$ cat config.mk
export PLATFORM = sky130hd
export DESIGN_NAME = errsnap_top
export DESIGN_NICKNAME = d
export VERILOG_FILES = /design/src/rtl/errsnap_pkg.sv /design/src/rtl/errsnap_sync.sv /design/src/rtl/errsnap_trig.sv /design/src/rtl/errsnap_acc.sv /design/src/rtl/errsnap_top.sv
export SDC_FILE = /design/constraint.sdc
export NUM_CORES = 1
export LEC_CHECK = 0
export BUFFER_PORTS_ARGS = -buffer_cell sky130_fd_sc_hd__buf_4
export CORE_MARGIN = 8
export CORE_UTILIZATION = 55
export DETAILED_ROUTE_END_ITERATION = 10
export GPL_TIMING_DRIVEN = 0
export PLACE_DENSITY_LB_ADDON = 0.08
export SKIP_CTS_REPAIR_TIMING = 1
export SLEW_MARGIN = 40
export SYNTH_ARGS = -nofsm -noshare
export SYNTH_HDL_FRONTEND = slang
export SYNTH_HIERARCHICAL = 1
export SYNTH_SLANG_ARGS = --single-unit
$ cat constraint.sdc
create_clock -name clk -period 2.6 [get_ports clk]
set_input_delay 0.26 -clock clk [delete_from_list [all_inputs] [get_ports clk]]
set_output_delay 0.26 -clock clk [all_outputs]
set_load 0.05 [all_outputs]
$ cat src/rtl/errsnap_pkg.sv
package errsnap_pkg;

   typedef enum logic [0:0] {
      SNAP_IDLE = 1'b0,
      SNAP_WAIT = 1'b1
   } snap_state_e;

   function automatic int unsigned clog2_min1(input int unsigned v);
      int unsigned r;
      r = 1;
      while ((1 << r) < v) r++;
      return r;
   endfunction

endpackage

$ cat src/rtl/errsnap_sync.sv
module errsnap_sync #(
   parameter int unsigned STAGES = 2
) (
   input  logic clk,
   input  logic rst_n,
   input  logic d_async,
   output logic q_sync
);

   if (STAGES < 2) begin : g_bad_stages
      $error("errsnap_sync: STAGES must be at least 2");
   end

   logic [STAGES-1:0] chain_q;

   always_ff @(posedge clk) begin
      if (!rst_n) begin
         chain_q <= '0;
      end else begin
         chain_q <= {chain_q[STAGES-2:0], d_async};
      end
   end

   assign q_sync = chain_q[STAGES-1];

endmodule

$ cat src/rtl/errsnap_trig.sv
module errsnap_trig
   import errsnap_pkg::*;
#(
   parameter int unsigned UPD_DELAY = 1
) (
   input  logic clk,
   input  logic rst_n,
   input  logic trig_lvl,
   output logic busy,
   output logic snap,
   output logic done
);

   localparam int unsigned DLY_W = clog2_min1(UPD_DELAY + 1);

   logic        trig_q;
   logic        trig_edge;
   snap_state_e state_q;

   always_ff @(posedge clk) begin
      if (!rst_n) begin
         trig_q <= 1'b0;
      end else begin
         trig_q <= trig_lvl;
      end
   end

   assign trig_edge = trig_lvl & ~trig_q;
   assign busy      = (state_q == SNAP_WAIT);

   if (UPD_DELAY == 0) begin : g_nowait
      assign snap = busy;
   end else begin : g_wait
      logic [DLY_W-1:0] wait_q;

      always_ff @(posedge clk) begin
         if (!rst_n) begin
            wait_q <= '0;
         end else if (!busy) begin
            wait_q <= '0;
         end else if (!snap) begin
            wait_q <= wait_q + 1'b1;
         end
      end

      assign snap = busy && (wait_q == DLY_W'(UPD_DELAY));

      // busy never outlasts the wait limit
      assert_wait_bounded_R11: assert property (@(posedge clk) disable iff (!rst_n)
         busy |-> (wait_q <= DLY_W'(UPD_DELAY)));
   end

   always_ff @(posedge clk) begin
      if (!rst_n) begin
         state_q <= SNAP_IDLE;
         done    <= 1'b0;
      end else begin
         done <= snap;
         if (snap) begin
            state_q <= SNAP_IDLE;
         end else if (trig_edge && !busy) begin
            state_q <= SNAP_WAIT;
         end
      end
   end

   assert_busy_on_edge_R9: assert property (@(posedge clk) disable iff (!rst_n)
      (trig_edge && !busy) |=> busy);

   assert_snap_ends_busy_R11: assert property (@(posedge clk) disable iff (!rst_n)
      snap |=> (!busy && done));

   assert_done_single_R10: assert property (@(posedge clk) disable iff (!rst_n)
      done |=> !done);

endmodule

$ cat src/rtl/errsnap_acc.sv
module errsnap_acc #(
   parameter int unsigned CNT_W = 8
) (
   input  logic             clk,
   input  logic             rst_n,
   input  logic             evt,
   input  logic             snap,
   output logic [CNT_W-1:0] hold
);

   localparam logic [CNT_W-1:0] CNT_MAX = '1;

   logic [CNT_W-1:0] run_q;

   always_ff @(posedge clk) begin
      if (!rst_n) begin
         run_q <= '0;
         hold  <= '0;
      end else if (snap) begin
         hold  <= run_q;
         run_q <= {{(CNT_W-1){1'b0}}, evt};
      end else if (evt && (run_q != CNT_MAX)) begin
         run_q <= run_q + 1'b1;
      end
   end

   assert_no_wrap_R8: assert property (@(posedge clk) disable iff (!rst_n)
      (run_q == CNT_MAX && !snap) |=> (run_q == CNT_MAX));

   assert_restart_R7: assert property (@(posedge clk) disable iff (!rst_n)
      snap |=> (run_q <= CNT_W'(1)));

   assert_hold_stable_R4: assert property (@(posedge clk) disable iff (!rst_n)
      !snap |=> $stable(hold));

endmodule

$ cat src/rtl/errsnap_top.sv
module errsnap_top #(
   parameter int unsigned NUM_SRC     = 4,
   parameter int unsigned CNT_W       = 8,
   parameter int unsigned SYNC_STAGES = 2,
   parameter int unsigned UPD_DELAY   = 1,
   parameter int unsigned MAX_UPD_CYC = 10
) (
   input  logic                     clk,
   input  logic                     rst_n,
   input  logic                     ext_strobe,
   input  logic                     ext_en,
   input  logic                     sw_update,
   input  logic [NUM_SRC-1:0]       err_evt,
   output logic [NUM_SRC*CNT_W-1:0] hold_cnt,
   output logic                     busy,
   output logic                     done
);

   localparam int unsigned WORST_CYC = SYNC_STAGES + UPD_DELAY + 2;

   if (NUM_SRC < 1) begin : g_bad_src
      $error("errsnap_top: NUM_SRC must be at least 1");
   end
   if (CNT_W < 2) begin : g_bad_w
      $error("errsnap_top: CNT_W must be at least 2");
   end
   if (WORST_CYC > MAX_UPD_CYC) begin : g_bad_lat
      $error("errsnap_top: update latency exceeds MAX_UPD_CYC (R11)");
   end

   logic strobe_sync;
   logic trig_lvl;
   logic snap;

   errsnap_sync #(.STAGES(SYNC_STAGES)) u_sync (
      .clk     (clk),
      .rst_n   (rst_n),
      .d_async (ext_strobe),
      .q_sync  (strobe_sync)
   );

   assign trig_lvl = sw_update | (ext_en & strobe_sync);

   errsnap_trig #(.UPD_DELAY(UPD_DELAY)) u_trig (
      .clk      (clk),
      .rst_n    (rst_n),
      .trig_lvl (trig_lvl),
      .busy     (busy),
      .snap     (snap),
      .done     (done)
   );

   for (genvar i = 0; i < NUM_SRC; i++) begin : g_src
      errsnap_acc #(.CNT_W(CNT_W)) u_acc (
         .clk   (clk),
         .rst_n (rst_n),
         .evt   (err_evt[i]),
         .snap  (snap),
         .hold  (hold_cnt[i*CNT_W +: CNT_W])
      );
   end

   assert_disabled_quiet_R4: assert property (@(posedge clk) disable iff (!rst_n)
      (!sw_update && !ext_en && !busy) |=> !busy);

endmodule

==> out/results.ini <==
[run_status]
run_status = completed

[sta]
slew_headroom = 0.727
fmax_ghz = 0.599
post-route-period-util = 0.642
fin_crit_ns = 1.67
grt_setup_unrepaired = no
fin_setup_tns_ns = 0
timing.clock.skew_ns = 0.00906
timing_max_transition_violations_final = 0
finalSetupViolations = 0
worst_pin_slew_ns = 0.408
finalHoldViolations = 0
fin_ws_ns = 0.931

[critical_path]
worst-r2r-cell-count = 4
required_ns = 2.83
reg2reg_from = g_src[3].u_acc/run_q[0]
critical_path.max_fanout = 5
rr_endpoint = g_src[3].u_acc/run_q[7]
crit_type = reg -> reg
regToRegSetupSlack_ns = 0.93
crit_path_start_kind = register
critical_path.endpoint_type = register
arrival_ns = 1.90

[die]
fp.dieH_um = 91.2
die_width_um = 91.2
placeableCoreArea_um2 = 5470
top_level_port_count = 43
start_util = 0.569
die-area_um2 = 8320
rows = 27

[placement]
dp_hpwl_um = 4310
gp_congestion = 0.807
portBuffers = 42
post-place-ws_ns = 0.990

[logic_synthesis]
flip_flop_and_latch_count_after_synthesis = 70
synth.cell_area_um2 = 3110
synth_fp_nets = 329
netlist-cell-type-count = 30
synth_flop_cell = sky130_fd_sc_hd__dfxtp_1
syn_avg_cell_area_um2 = 9.85
edff_count_synth = 0
postSynth.asyncResetShare = 0
yosysWarningCount = 6
netlist_instances = 316
seq_area_frac_synth = 0.450

[detailed_routing]
drt_wl_total_um = 6400
drt_iter0_markers = 111
vias = 2496
postRouteAntennaNets = 0
viasPerCell = 5.60
drt_pre_antenna_iters = 4
route.detailed.wl_per_inst_um = 14.4
drc_errors = 0

[clock_tree]
cts-htree-levels = 3
cts_buffer_depth = 2
tritoncts_num_sinks = 70
cts_root_buf = sky130_fd_sc_hd__clkbuf_8
cts.clk_slew.worst_paths_ns = 0.07
tritoncts_buffer_count = 9
worstSkewPairLatency_ns = 0.34
cts_tree = done

[final_layout]
finalCoreUtilization = 0.679
final_net_count = 382
num_antenna_cells = 0
area_overhead_of_the_layout_relative_to_synthesis_pct = 19.5
final_layout_size_suffix_gt1_frac = 0.193

[grt]
antenna_found_initial = 0
overall_global_routing_usage = 0.159
overflow = 0
via_count_of_the_first_global_routing_pass = 2394
grt_pass1_wl_um = 10900
largest_net_degree_at_the_start_of_global_routing = 19

[worst_hold_path]
hold_path.startpoint = ext_strobe
min-delay-path-class = in -> reg
min_to = u_sync/chain_q[0]
hold_depth = 2

[pwr]
p_leak_uw = 0.00148
report.power.total_uw = 2110
power_density_nw_per_um2 = 568
vdd.ir_drop.worst_uv = 376

[flow_run]
timing.max_cap.violations = 0

-- how the worst max path moves through the flow --
stage | start | depth (start not counted) | endpoint
6_report | g_src[3].u_acc/run_q[0] | 4 | g_src[3].u_acc/run_q[7]
2_1_floorplan | u_trig/busy | 4 | g_src[0].u_acc/run_q[0]
5_1_grt | g_src[3].u_acc/run_q[0] | 4 | g_src[3].u_acc/run_q[7]
3_5_place_dp | g_src[3].u_acc/run_q[0] | 4 | g_src[3].u_acc/run_q[7]
4_1_cts | g_src[3].u_acc/run_q[0] | 4 | g_src[3].u_acc/run_q[7]
3_3_place_gp | g_src[2].u_acc/run_q[0] | 4 | g_src[2].u_acc/run_q[7]
-- layer usage --
metal,part of all wire,vias to the layer above,global-route usage
li1,-,1266,-
met3,0.048,9,0.0395
met1,0.47,1161,0.184
met4,0.019,0,0.0900
met5,0,-,0
met2,0.46,60,0.261
-- kinds of logic (layout without fill, tap and decap cells) --
kind of cell,Yosys count,in the layout,synth area share
buffers and inverters,12,70,0.0177
AND/OR/NAND/NOR,144,144,0.289
AO/OA/AOI/OAI,46,46,0.0981
multiplexers,40,40,0.129
adder cells (fa/ha/maj),4,4,0.0161
flip-flops,70,70,0.450
-- cells in the final DEF, fill, tap and decap left out, drive strengths merged --
cell type	netlist	layout
a21o	1	1
a31oi	4	4
nand3	4	4
and4	12	12
a21boi	4	4
buf	8	50
and2	5	5
clkinv	0	3
dfxtp	70	70
o32ai	4	4
o21ai	4	4
nor3b	5	5
nand4	12	12
nand2b	8	8
clkbuf	4	16
nor2b	41	41
nor2	8	8
a21oi	16	16
bufinv	0	1
and4b	4	4
o211a	4	4
a211oi	8	8
nor3	8	8
and3	9	9
mux2i	40	40
ha	4	4
o21a	1	1
nand2	24	24
or4b	4	4
-- flip-flops by register name (all words and copies together) (netlist names) --
name and count:
g_src.u_acc/hold 32, g_src.u_acc/run_q 32, u_sync/chain_q 2, u_trig/busy 1, u_trig/done 1, u_trig/g_wait.wait_q 1
u_trig/trig_q 1
-- critical path: stages, from the launching register on --
cell	delay [ns]
sky130_fd_sc_hd__dfxtp_1	0.37
sky130_fd_sc_hd__ha_1	0.26
sky130_fd_sc_hd__and3_1	0.24
sky130_fd_sc_hd__or4b_1	0.55
sky130_fd_sc_hd__o211a_1	0.15
-- area by class of cell --
| type | count | area [µm²] |
|---|---|---|
| fill | 443 | 1750 |
| sequential | 70 | 1400 |
| timing repair buffer | 42 | 315 |
| multi-input combinational | 234 | 1660 |
| clock inverter | 4 | 45.0 |
| buffer | 12 | 55.1 |
| tap | 72 | 90.1 |
| clock buffer | 12 | 155 |
-- report_power, final --
part	total (µW)	switching, µW	internal (µW)	leakage [µW]
Sequential	1110	21.3	1090	0.000566
Clock	885	394	491	0.000106
Combinational	116	64.5	51.9	0.000803
Total	2110	480	1630	0.00148
-- cells in the mapped netlist (5+ instances only) --
| cell | number | share of area |
|---|---|---|
| sky130_fd_sc_hd__dfxtp_1 | 70 | 0.45 |
| sky130_fd_sc_hd__nor2b_1 | 41 | 0.082 |
| sky130_fd_sc_hd__mux2i_1 | 40 | 0.13 |
| sky130_fd_sc_hd__nand2_1 | 24 | 0.029 |
| sky130_fd_sc_hd__a21oi_1 | 16 | 0.026 |
| sky130_fd_sc_hd__and4_1 | 12 | 0.034 |
| sky130_fd_sc_hd__a211oi_1 | 8 | 0.019 |
| sky130_fd_sc_hd__and3_1 | 8 | 0.016 |
| sky130_fd_sc_hd__buf_2 | 8 | 0.013 |
| sky130_fd_sc_hd__nand2b_1 | 8 | 0.016 |
| sky130_fd_sc_hd__nand4_1 | 8 | 0.016 |
| sky130_fd_sc_hd__nor2_1 | 8 | 0.0096 |
| sky130_fd_sc_hd__nor3_1 | 8 | 0.013 |
| sky130_fd_sc_hd__nor3b_1 | 5 | 0.012 |
-- stage by stage --
step	instance area [µm²]	hold slack, ns	cells
2_1_floorplan	3110	0.378	316
3_3_place_gp	3520	0.431	430
3_5_place_dp	3520	0.427	430
4_1_cts	3720	0.111	446
5_1_grt	3720	0.113	446
6_report	3720	0.125	446
Note: power is estimated with default switching activity, not from simulation.
